## src/rtl/mpu_bus_if_pkg.sv

```systemverilog
package mpu_bus_if_pkg;
   typedef enum logic [1:0] {
      MODE_DIRECT  = 2'd0,
      MODE_MUX_DS  = 2'd1,
      MODE_MUX_RW  = 2'd2,
      MODE_RSVD    = 2'd3
   } bus_mode_e;

   function automatic logic mode_is_mux(bus_mode_e m);
      return (m == MODE_MUX_DS) || (m == MODE_MUX_RW);
   endfunction
endpackage

```

## src/rtl/mbi_sync.sv

```systemverilog
module mbi_sync #(
   parameter int            W       = 8,
   parameter int            STAGES  = 2,
   parameter logic [W-1:0]  RST_VAL = '0
) (
   input  logic         clk,
   input  logic         rst_n,
   input  logic [W-1:0] d,
   output logic [W-1:0] q
);
   logic [STAGES-1:0][W-1:0] stg;

   always_ff @(posedge clk or negedge rst_n) begin
      if (!rst_n) begin
         for (int i = 0; i < STAGES; i++) stg[i] <= RST_VAL;
      end else begin
         stg[0] <= d;
         for (int i = 1; i < STAGES; i++) stg[i] <= stg[i-1];
      end
   end

   assign q = stg[STAGES-1];
endmodule

```

## src/rtl/mbi_decode.sv

```systemverilog
module mbi_decode
   import mpu_bus_if_pkg::*;
(
   input  bus_mode_e mode,
   input  logic      cs_n,
   input  logic      strb,
   input  logic      dir,
   output logic      rd_q,
   output logic      wr_q
);
   always_comb begin
      rd_q = 1'b0;
      wr_q = 1'b0;
      if (!cs_n) begin
         case (mode)
            MODE_DIRECT, MODE_MUX_DS: begin
               rd_q = strb & dir;
               wr_q = strb & ~dir;
            end
            MODE_MUX_RW: begin
               rd_q = ~strb & dir;
               wr_q = ~dir & strb;
            end
            default: begin
               rd_q = 1'b0;
               wr_q = 1'b0;
            end
         endcase
      end
   end
endmodule

```

## src/rtl/mbi_addr.sv

```systemverilog
module mbi_addr #(
   parameter int DATA_W = 8,
   parameter int LO_W   = 6,
   parameter int HI_W   = 2,
   parameter int RATE_W = 2
) (
   input  logic              clk,
   input  logic              rst_n,
   input  logic              mux_sel,
   input  logic              as,
   input  logic [DATA_W-1:0] bus,
   input  logic [LO_W-1:0]   lo,
   input  logic [HI_W-1:0]   hi,
   input  logic [RATE_W-1:0] rate,
   output logic [DATA_W-1:0] addr
);
   logic              as_prev;
   logic [DATA_W-1:0] latch_r;
   logic [DATA_W-1:0] direct_r;
   logic [HI_W-1:0]   hi_en;

   generate
      for (genvar i = 0; i < HI_W; i++) begin : g_hi_en
         assign hi_en[i] = (int'(rate) > i);
      end
   endgenerate

   always_ff @(posedge clk or negedge rst_n) begin
      if (!rst_n) begin
         as_prev  <= 1'b0;
         latch_r  <= '0;
         direct_r <= '0;
      end else begin
         as_prev  <= as;
         if (mux_sel && as_prev && !as) latch_r <= bus;
         direct_r <= {hi & hi_en, lo};
      end
   end

   assign addr = mux_sel ? latch_r : direct_r;
endmodule

```

## src/rtl/mpu_bus_if.sv

```systemverilog
module mpu_bus_if
   import mpu_bus_if_pkg::*;
#(
   parameter  int DATA_W      = 8,
   parameter  int LO_W        = 6,
   parameter  int HI_W        = 2,
   parameter  int SYNC_STAGES = 2,
   localparam int RATE_W      = $clog2(HI_W + 1)
) (
   input  logic              clk,
   input  logic              rst_n,
   input  logic [1:0]        mode_i,
   input  logic [RATE_W-1:0] rate_i,
   input  logic              cs_n_i,
   input  logic              strb_i,
   input  logic              dir_i,
   input  logic              as_i,
   input  logic [LO_W-1:0]   addr_lo_i,
   input  logic [HI_W-1:0]   addr_hi_i,
   input  logic [DATA_W-1:0] bus_in_i,
   output logic [DATA_W-1:0] bus_out_o,
   output logic              bus_oe_o,
   input  logic [DATA_W-1:0] rd_data_i,
   output logic [DATA_W-1:0] req_addr_o,
   output logic              wr_pulse_o,
   output logic [DATA_W-1:0] wr_data_o
);
   localparam int SW = 4 + DATA_W + LO_W + HI_W;
   localparam logic [SW-1:0] SYNC_RST = SW'(1) << (SW - 1);

   generate
      if (LO_W + HI_W != DATA_W) begin : g_bad_addr
         $error("mpu_bus_if: LO_W + HI_W must equal DATA_W");
      end
      if (SYNC_STAGES < 2 || SYNC_STAGES > 3) begin : g_bad_sync
         $error("mpu_bus_if: SYNC_STAGES must be 2 or 3");
      end
      if (HI_W < 1 || LO_W < 1) begin : g_bad_split
         $error("mpu_bus_if: address split needs at least one bit on each side");
      end
   endgenerate

   bus_mode_e         mode;
   logic              s_cs_n, s_strb, s_dir, s_as;
   logic [DATA_W-1:0] s_bus;
   logic [LO_W-1:0]   s_lo;
   logic [HI_W-1:0]   s_hi;
   logic              rd_q, wr_q;
   logic              oe_r, wrq_r, pulse_r;
   logic [DATA_W-1:0] wdata_r;

   assign mode = bus_mode_e'(mode_i);

   mbi_sync #(.W(SW), .STAGES(SYNC_STAGES), .RST_VAL(SYNC_RST)) u_sync (
      .clk   (clk),
      .rst_n (rst_n),
      .d     ({cs_n_i, strb_i, dir_i, as_i, bus_in_i, addr_lo_i, addr_hi_i}),
      .q     ({s_cs_n, s_strb, s_dir, s_as, s_bus, s_lo, s_hi})
   );

   mbi_decode u_dec (
      .mode (mode),
      .cs_n (s_cs_n),
      .strb (s_strb),
      .dir  (s_dir),
      .rd_q (rd_q),
      .wr_q (wr_q)
   );

   mbi_addr #(.DATA_W(DATA_W), .LO_W(LO_W), .HI_W(HI_W), .RATE_W(RATE_W)) u_addr (
      .clk     (clk),
      .rst_n   (rst_n),
      .mux_sel (mode_is_mux(mode)),
      .as      (s_as),
      .bus     (s_bus),
      .lo      (s_lo),
      .hi      (s_hi),
      .rate    (rate_i),
      .addr    (req_addr_o)
   );

   always_ff @(posedge clk or negedge rst_n) begin
      if (!rst_n) begin
         oe_r    <= 1'b0;
         wrq_r   <= 1'b0;
         pulse_r <= 1'b0;
         wdata_r <= '0;
      end else begin
         oe_r    <= rd_q;
         wrq_r   <= wr_q;
         pulse_r <= wrq_r & ~wr_q;
         if (wr_q) wdata_r <= s_bus;
      end
   end

   assign bus_oe_o   = oe_r;
   assign bus_out_o  = oe_r ? rd_data_i : '0;
   assign wr_pulse_o = pulse_r;
   assign wr_data_o  = wdata_r;
endmodule

```

## config.mk

```make
export PLATFORM = sky130hd
export DESIGN_NAME = mpu_bus_if
export DESIGN_NICKNAME = d
export VERILOG_FILES = /design/src/rtl/mpu_bus_if_pkg.sv /design/src/rtl/mbi_sync.sv /design/src/rtl/mbi_decode.sv /design/src/rtl/mbi_addr.sv /design/src/rtl/mpu_bus_if.sv
export SDC_FILE = /design/constraint.sdc
export NUM_CORES = 1
export LEC_CHECK = 0
export ABC_CLOCK_PERIOD_IN_PS = 4600
export BUFFER_PORTS_ARGS = -buffer_cell sky130_fd_sc_hd__buf_2
export CAP_MARGIN = 0
export CORE_ASPECT_RATIO = 1.2
export CORE_MARGIN = 2
export CORE_UTILIZATION = 54
export DETAILED_ROUTE_END_ITERATION = 12
export PLACE_DENSITY = 0.9
export SETUP_SLACK_MARGIN = 0.15
export SLEW_MARGIN = 30
export SYNTH_ARGS = -nofsm -noshare
export SYNTH_HDL_FRONTEND = slang
export SYNTH_HIERARCHICAL = 1
export SYNTH_SLANG_ARGS = --single-unit
```

## constraint.sdc

```tcl
create_clock -name clk -period 4.6 [get_ports clk]
set_input_delay 0.92 -clock clk [delete_from_list [all_inputs] [get_ports clk]]
set_output_delay 0.92 -clock clk [all_outputs]
set_load 0.005 [all_outputs]
```

* Word level (Yosys, flattened, before mapping)
Cells that the tools add are included.
** Word-level totals
- Register bits :: 68
- Input bits :: 34
** Operators by class
- Bitwise logic cells :: 8
- Magnitude comparators :: 2
- Equal/unequal tests :: 2
- Multiplexer cells :: 6
- Reduce and logical (&&, ||, !) cells :: 7
** Operators with widths (count)
- 8-bit 2-to-1 mux :: 2
- 1-bit bitwise AND :: 4
- 2-bit by 1-bit > comparator with 1-bit output (second input constant) :: 2
- 1-bit 2-to-1 mux :: 3
- 1-bit inverter :: 3
- 3-bit OR reduction :: 1
- 2-bit bitwise AND :: 1
- 2-bit by 1-bit equality test with 1-bit output (second input constant) :: 1
- 2-bit equality test (second input constant) :: 1
- 1-bit logical AND :: 2
- 2-bit logical NOT :: 1
- 1-bit case mux with 2 select lines :: 1
- 2-bit OR reduction :: 1
- 1-bit logical NOT :: 1
- 1-bit logical OR :: 1

* Longest topological paths before layout
Gate-level depths: netlist (run 1).
- Depth after elaboration :: 6
- Depth in mapped cells :: 5
- Mapped depth without buffers :: 3

* Cells and area by module
The synthesis (run 1) kept the hierarchy.
** By module, submodules not included
- mbi_sync :: area an instance 1153.6 um^2, times used 1, sequential area each 1003.5 um^2, cells an instance 60
- mbi_addr :: area an instance 650.6 um^2, times used 1, sequential area each 425.4 um^2, cells an instance 37
- mpu_bus_if :: area an instance 474.2 um^2, times used 1, sequential area each 275.3 um^2, cells an instance 30
- mbi_decode :: area an instance 43.8 um^2, times used 1, sequential area each 0.0 um^2, cells an instance 6

* Worst setup path before layout (run 1)
Ideal clock, no wire load.
- Kind :: input to output
- Start :: input port mode_i[1]
- End :: output port req_addr_o[0]
- Data arrival time :: 1.574 ns
- Stages on the path :: 3
- Setup slack :: 2.106 ns
- Data required time :: 3.680 ns
- Cells stage by stage :: xor2_1 buf_6 mux2_2
** On the way
- Cells in the longest elaborated chain, start to end :: 3
- Elaborated cells on any way between the ends :: 4
- Classes of those cells :: eq/ne (2); mux (1); reduce/logical (1)
** RTL lines
- start, declared :: line mpu_bus_if.sv:12 : input logic [1:0] mode_i,
- 2-bit by 1-bit equality test with 1-bit output or 2-bit equality test (tied branches) :: line mpu_bus_if_pkg.sv:10 : return (m == MODE_MUX_DS) || (m == MODE_MUX_RW);
- 1-bit logical OR * :: line mpu_bus_if_pkg.sv:10
- 8-bit 2-to-1 mux * :: line mbi_addr.sv:40 : assign addr = mux_sel ? latch_r : direct_r;
- end, declared :: line mpu_bus_if.sv:24 : output logic [DATA_W-1:0] req_addr_o,
Mark *: on every way between the ends. The rest lies on a longest branch, timed or not.

* Worst setup path in the final report (run 1)
- Start :: input port mode_i[1]
- End :: output port req_addr_o[6]
Same word-level chain as after synthesis.

==> impl_metrics.toml, run 1 <==
[layout]
fillers = 302
n_antenna_cell = 0
syn2layout_area_growth_pct = 18.3
utilization_pct = 65.4
multiInputGateArea_um2 = 448
drive_gt1_share_pct = 56.6
nNetsFinal = 218
regArea_mm2 = 0.00170

[critical_path]
r2r-start = "u_sync/q[19]"
ff2ff_setup_slack_ns = 3.16
rr_endpoint = "wr_data_o[2]"
worstSetupEndpointType = "primary output"
critical_path_arrival_ns = 1.94
crit_fanout = 9
startpoint_type = "input port"
ff2ff_path_depth = 3
critPathKind = "input port to primary output"
required_ns = 3.68
crit_start = "mode_i[1]"

[power_and_ir_drop]
leakage_nw = 1.36
power.density_mw_per_mm2 = 468
peakVddDrop_uv = 323

[route]
wl_mm = 3.29
vias = 1112
vias_per_cell = 4.54
firstDrtPassIters = 4
postRouteAntennaNets = 0
drc_errors = 0
routedWlPerCell_um = 13.4
drt_iter0_markers = 17

[die]
dieArea_mm2 = 0.00484
io_pins = 60
die_h_um = 75.8
core-area_mm2 = 0.00420
start_util_pct = 55.3
die_w_um = 63.9
row_count = 26

[grt]
grt_pass1_wl_mm = 5.35
first_global_vias = 1200
grt_remaining_overflow = 0
grt_start_max_net_pins = 37
antenna_found_initial = 0
grt_usage_pct = 15.9

[synthesis]
synth-simple-area-share_pct = 4.63
ys_ff_latch = 68
synth_compound_gate_area_share_pct = 1.08
synthMuxAreaShare_pct = 12.9
ys_types = 17
synthAdderAreaFrac_pct = 0
syn_inst = 133
ys_seq_area_share_pct = 73.4
ys_warn_count = 6
synth_xor_area_share_pct = 0.377
synthesis.nets = 167
synth_top_family_by_area = "multiplexers"
syn_area_mm2 = 0.00232
synth_area_per_cell_um2 = 17.5

[sta]
finalCritPeriodShare_pct = 62.1
fmax_mhz = 350
final.setup.tns_ns = 0
fin_skew_ns = 0.00572
final_max_slew_viol_count = 0
finalSetupViolations = 0
worstMarginPinSlew_ns = 0.749
relSlewSlack_pct = 50.1
finalHoldViolations = 0
rsz0062_at_grt = "no"
finalCriticalPeriod_ns = 2.86

[clock_network]
cts_hold_buffers = 0
worstSkewPairLatency_ns = 0.32
cts_buffer_depth = 2
cts_made_buffers = 9
root_buffer = "clkbuf_8"
post-cts-setup-buffers = 0
clock-sinks = 68
clk_pin_slew_ns = 0.07
cts_max_level = 3
cts_resized = 0
cts_tree = "done"

[run]
drv_cap = 0

[place]
gp_congestion = 0.801
portBuffers = 59
hpwl_mm = 2.32

[hold_path]
whs_path_depth = 0
min_to = "u_sync/q[14]"
worstHoldStart = "u_sync/stg[14]"
min_path_type = "flip-flop to flip-flop"

[outcome]
status = "completed"
-- synthesized netlist by cell type --
cell / count / area share [%]
or2b_1: 1 / 0.32
a2111oi_0: 1 / 0.38
mux2_2: 16 / 7.8
mux2_4: 8 / 5.2
xor2_1: 1 / 0.38
buf_6: 2 / 0.97
buf_4: 20 / 6.5
inv_1: 1 / 0.16
nand3b_4: 1 / 0.86
o21a_1: 1 / 0.32
nand2b_1: 1 / 0.27
a21oi_2: 1 / 0.38
dfstp_2: 2 / 2.3
and2b_2: 1 / 0.38
or3b_1: 1 / 0.38
dfrtp_1: 66 / 71
and2_1: 9 / 2.4
-- power by group --
part           switching, mW  total, mW  internal [mW]  leakage [nW]
Sequential            0.0236      0.677          0.653         0.801
Clock                  0.198      0.476          0.278         0.102
Combinational         0.0512      0.132         0.0804         0.457
-- state kept, by name (all words and copies together) (netlist names) --
register,flops
bus_oe_o,1
u_addr/as_prev,1
u_addr/direct_r,8
u_addr/latch_r,8
u_sync/q,20
u_sync/stg,20
wr_data_o,8
wr_pulse_o,1
wrq_r,1
-- placed cells by master (no fill, tap or decap) --
master and n:
dfrtp_1 66, buf_2 59, mux2_2 16, clkbuf_8 11, and2_1 9, mux2_4 8
buf_4 3, clkinv_2 2, dfstp_2 2, xor2_1 1, and2b_2 1, clkinvlp_4 1
bufinv_16 1, clkbuf_1 1, nand3b_4 1, o21a_1 1, inv_1 1, a2111oi_2 1
or3b_1 1, or2b_1 1, nand2b_1 1, a21oi_2 1
-- worst max-delay path: stages --
cell and delay [ns]:
buf_2 0.13, xor2_1 0.17, buf_4 0.22, mux2_2 0.36, buf_2 0.13
-- routing by layer --
metal	up-vias	GRT usage (%)	wire length [um]
met1	562	18.3	1320
li1	519	-	-
met2	27	24.8	1740
met3	4	6.20	172
met5	-	0	0
met4	0	11.1	49
-- metrics by stage --
stage	std cells	setup WS [ns]	hold WS, ns	power [mW]	area (um2)
6_report	245	1.74	0.343	1.28	2750
5_1_grt	245	1.70	0.359	1.34	2750
4_1_cts	245	1.74	0.346	1.30	2750
3_5_place_dp	229	1.74	0.335	0.822	2540
3_3_place_gp	229	1.79	0.331	0.815	2540
2_1_floorplan	133	2.11	0.331	0.763	2320
-- how the worst max path moves through the flow --
stage / end / slack (ns) / depth (start not counted)
after floorplan: req_addr_o[0] / 2.11 / 3
after global placement: req_addr_o[0] / 1.79 / 5
after detailed placement: req_addr_o[6] / 1.74 / 5
after CTS: req_addr_o[6] / 1.74 / 5
after global routing: req_addr_o[3] / 1.70 / 5
final: req_addr_o[6] / 1.74 / 5
-- area by class of cell --
cell class	count	area share, %
Clock inverter	4	1.73
Multi-Input combinational cell	42	16.3
Sequential cell	68	62.1
Clock buffer	12	5.65
Tap cell	56	2.55
Inverter	1	0.137
Timing Repair Buffer	62	11.6
-- logic make-up (layout without fill, tap and decap cells) --
family | Yosys count | after routing
xor+xnor | 1 | 1
mux | 24 | 24
simple gates | 14 | 14
compound gates | 3 | 3
buf+inv | 23 | 79
flops | 68 | 68
(Power assumes the default switching activity.)
==> run 2, diff against run 1 <==
- ABC_CLOCK_PERIOD_IN_PS: 4600 -> 2700
- CORE_UTILIZATION: 54 -> 51
- PLACE_DENSITY: 0.9 -> 0.86
- clock period: 4.6 -> 2.7 ns (I/O delays scaled with it)
==> run 2 against run 1 <==
Setup slack worse by 1.1 ns. Count of clock-buffer cells in the layout is 3 lower. Sequential cell count stayed put. Critical path type unchanged. Critical endpoint is now req_addr_o[3]. Largest cell class unchanged. Largest power group unchanged.
==> impl_metrics.toml, run 2 (synthesis results as in run 1) <==
[power_and_ir_drop]
power.density_mw_per_mm2 = 846
power_mw = 2.37
leakage_nw = 1.38
peakVddDrop_uv = 838

[clock_network]
cts_hold_buffers = 0
cts_tree = "done"
cts_made_buffers = 9
worstSkewPairLatency_ns = 0.33
cts_max_level = 3
clk_pin_slew_ns = 0.07
root_buffer = "clkbuf_8"
cts_resized = 0
clock-sinks = 68
post-cts-setup-buffers = 0
cts_buffer_depth = 2

[sta]
finalCriticalPeriod_ns = 2.04
final_max_slew_viol_count = 0
worstMarginPinSlew_ns = 0.328
relSlewSlack_pct = 78.2
finalSetupViolations = 0
fin_skew_ns = 0.00559
rsz0062_at_grt = "no"
finalCritPeriodShare_pct = 75.4
final.setup.tns_ns = 0
finalHoldViolations = 0
fmax_mhz = 491
setup_ws_ns = 0.663

[grt]
grt_usage_pct = 14.9
grt_remaining_overflow = 0
grt_pass1_wl_mm = 5.33
antenna_found_initial = 0
first_global_vias = 1131
grt_start_max_net_pins = 69

[route]
vias_per_cell = 4.39
wl_mm = 3.16
vias = 1075
drt_iter0_markers = 15
firstDrtPassIters = 3
postRouteAntennaNets = 0
routedWlPerCell_um = 12.9
drc_errors = 0

[place]
portBuffers = 59
hpwl_mm = 2.19
pre_cts_ws_ns = 0.659
dpl_cell_area_mm2 = 0.00256
gp_congestion = 0.774

[die]
die_h_um = 77.9
core-area_mm2 = 0.00433
start_util_pct = 53.7
row_count = 26
io_pins = 60
die_w_um = 65.6
dieArea_mm2 = 0.00511

[hold_path]
min_path_type = "input port to asynchronous set/reset pin"

[critical_path]
cp_cell_sequence = "buf_2 -> xor2_1 -> buf_4 -> mux2_2 -> buf_2"
crit_fanout = 9
required_ns = 2.16
cp_top_family = "buffers and inverters"
critical_path_arrival_ns = 1.50
worstSetupEndpointType = "primary output"
cp_num_buf_inv = 3
critPathKind = "input port to primary output"
critPathSlowestCell = "mux2_2"
path_common_cell = "buf_2"
startpoint_type = "input port"
slowest_delay_ns = 0.36

[layout]
mostFrequentLayoutCell = "dfrtp_1"
n_antenna_cell = 0
drive_gt1_share_pct = 57.1
design_area_mm2 = 0.00280
most-common-layout-cells = "dfrtp_1, buf_2, mux2_2, and2_1, clkbuf_8"
nNetsFinal = 218
utilization_pct = 64.8
syn2layout_area_growth_pct = 20.7

[run]
drv_cap = 0

[outcome]
status = "completed"
run 2: worst paths after layout:
path | startpoint | slack, ns | endpoint | depth (start not counted)
worst max-delay path | mode_i[1] | 0.66 | req_addr_o[3] | 5
worst min-delay path | rst_n | 0.22 | u_sync/stg[5] | 2
worst max register to register | u_sync/q[19] | 1.28 | wr_data_o[6] | 3
worst min register to register | u_sync/q[3] | 0.35 | u_addr/direct_r[1] | 0
max in group asynchronous | rst_n | 2.18 | u_sync/q[19] | 2
min in group clk | cs_n_i | 0.30 | u_sync/stg[19] | 1
run 2: metal layers:
| layer | share of wire, % | GRT usage (%) | wire (um) |
|---|---|---|---|
| met4 | 3.4 | 12.1 | 108 |
| met1 | 40 | 17.5 | 1260 |
| met3 | 5.9 | 5.36 | 186 |
| met5 | 0 | 0 | 0 |
| met2 | 51 | 21.7 | 1610 |
run 2: worst register-to-register path: cells and delay by family (launching register included):
| family | cells | cell delay [ns] |
|---|---|---|
| flops | 1 | 0.37 |
| mux | 1 | 0.32 |
| buf+inv | 1 | 0.28 |
| compound gates | 1 | 0.35 |
run 2: area by class of cell:
class                   instances  area [um2]
clock buffers                   9         124
well taps                      56        70.1
repair buffers                 62         330
clock inverters                 7         124
flip-flops and latches         68        1700
multi-input cells              42         448
fillers                       316        1520
inverters                       1        3.75
run 2: through the flow:
step | hold slack, ns | std cells
final | 0.220 | 245
after global routing | 0.236 | 245
after CTS | 0.222 | 245
after detailed placement | 0.335 | 229
after global placement | 0.331 | 229
after floorplan | 0.244 | 133
run 2: power breakdown:
group / internal [mW] / total (mW) / switching [mW]
logic: 0.139 / 0.223 / 0.0842
registers: 1.11 / 1.15 / 0.0419
clock network: 0.619 / 0.993 / 0.374
total: 1.87 / 2.37 / 0.500
==> run 3, diff against run 2 <==
- ABC_CLOCK_PERIOD_IN_PS: 2700 -> 2100
- clock period: 2.7 -> 2.1 ns (I/O delays scaled with it)
==> run 3 against run 2 <==
Die area is the same. Critical path depth did not move. First-iteration DRC count fell by 13%. Clock skew is 0.0026 ns lower. Critical endpoint is now req_addr_o[0]. Largest cell class unchanged. Largest power group unchanged.
==> impl_metrics.toml, run 3 (synthesis results as in run 1) <==
[layout]
most-common-layout-cells = "dfrtp_1, buf_2, mux2_2, clkbuf_8, and2_1"
nNetsFinal = 218
syn2layout_area_growth_pct = 18.2
n_antenna_cell = 0
drive_gt1_share_pct = 56.6
mostFrequentLayoutCell = "dfrtp_1"

[sta]
relSlewSlack_pct = 62.4
fin_skew_ns = 0.00300
fmax_mhz = 548
final_max_slew_viol_count = 0
final.setup.tns_ns = 0
setup_ws_ns = 0.276
finalHoldViolations = 0
worstMarginPinSlew_ns = 0.564
finalCriticalPeriod_ns = 1.82
rsz0062_at_grt = "no"
finalCritPeriodShare_pct = 86.9
finalSetupViolations = 0

[grt]
grt_usage_pct = 15.0
grt_start_max_net_pins = 44
first_global_vias = 1122
grt_pass1_wl_mm = 5.40
antenna_found_initial = 0
grt_remaining_overflow = 0

[power_and_ir_drop]
p_comb_share_pct = 10.6
intPower_mw = 2.13
leakage_nw = 1.35
power_frac_seq_pct = 54.5
p_clk_share_pct = 34.9
peakVddDrop_uv = 812
power.density_mw_per_mm2 = 995
p_sw_share_pct = 21.9
switching_power_uw = 597

[clock_network]
post-cts-setup-buffers = 0
cts_made_buffers = 9
root_buffer = "clkbuf_8"
clk_pin_slew_ns = 0.06
worstSkewPairLatency_ns = 0.32
clock-sinks = 68
cts_max_level = 3
cts_tree = "done"
cts_hold_buffers = 0
cts_buffer_depth = 2
cts_resized = 0

[die]
io_pins = 60
start_util_pct = 53.7
core-area_mm2 = 0.00433
row_count = 26
dieArea_mm2 = 0.00511
die_h_um = 77.9
die_w_um = 65.6

[place]
portBuffers = 59
gp_congestion = 0.779
pre_cts_ws_ns = 0.280

[route]
postRouteAntennaNets = 0
drt_iter0_markers = 13
vias = 1056
firstDrtPassIters = 3
vias_per_cell = 4.31
routedWlPerCell_um = 13.1
wl_mm = 3.20
drc_errors = 0

[critical_path]
crit_fanout = 9
critical_path_arrival_ns = 1.40
critPathKind = "input port to primary output"
worstSetupEndpointType = "primary output"
startpoint_type = "input port"
required_ns = 1.68

[outcome]
status = "completed"

[hold_path]
min_path_type = "input port to asynchronous set/reset pin"

[run]
drv_cap = 0
[run 3: cell count changes in the layout (fill, tap and decap cells not counted), sizes merged]
cell,delta
clkbuf,+4
bufinv,-3
clkinv,-1
clkinvlp,+1
inv,-1
[run 3: power groups by stage]
stage               Combinational [mW]  Sequential, mW  Clock (mW)
floorplan                        0.177            1.50           0
global route                     0.321            1.50        1.04
finish                           0.289            1.49       0.953
detailed placement               0.295            1.51           0
global placement                 0.285            1.50           0
CTS                              0.298            1.49       0.986
[run 3: through the flow]
stage / instances / cell area (um2) / power, mW / hold WS, ns / util (%)
6_report: 245 / 2750 / 2.73 / 0.0869 / 63.4
3_5_place_dp: 229 / 2560 / 1.81 / 0.335 / 59.1
4_1_cts: 245 / 2750 / 2.77 / 0.0874 / 63.4
3_3_place_gp: 229 / 2560 / 1.79 / 0.332 / 59.1
5_1_grt: 245 / 2750 / 2.86 / 0.133 / 63.4
2_1_floorplan: 133 / 2320 / 1.67 / 0.124 / -
[run 3: worst max-delay path, stage by stage]
cell	delay (ns)
buf_2	0.12
xor2_1	0.15
buf_4	0.21
mux2_2	0.37
buf_2	0.13
[run 3: area by class of cell]
cell class / instances / area, um2
clock buffers: 13 / 169
clock inverters: 3 / 20.0
fillers: 326 / 1580
inverters: 1 / 3.75
multi-input cells: 42 / 448
flip-flops and latches: 68 / 1700
well taps: 56 / 70.1
repair buffers: 62 / 330
[run 3: path summary, 6_finish.rpt]
check | from | end | slack (ns) | depth (start not counted)
hold reg to reg | u_sync/q[5] | u_addr/direct_r[3] | 0.35 | 0
setup / recovery | mode_i[1] | req_addr_o[0] | 0.28 | 5
hold / removal | rst_n | u_sync/stg[17] | 0.09 | 1
max in group asynchronous | rst_n | u_sync/stg[15] | 1.40 | 2
min in group clk | cs_n_i | u_sync/stg[19] | 0.19 | 1
setup reg to reg | u_sync/q[19] | wr_data_o[1] | 0.67 | 3
[run 3: metal layers]
metal	track usage [%]	share of wire, %	up-vias
met5	0	0	-
met1	18.0	39	505
li1	-	-	517
met3	3.33	4.3	7
met2	23.3	54	27
met4	11.3	2.7	0
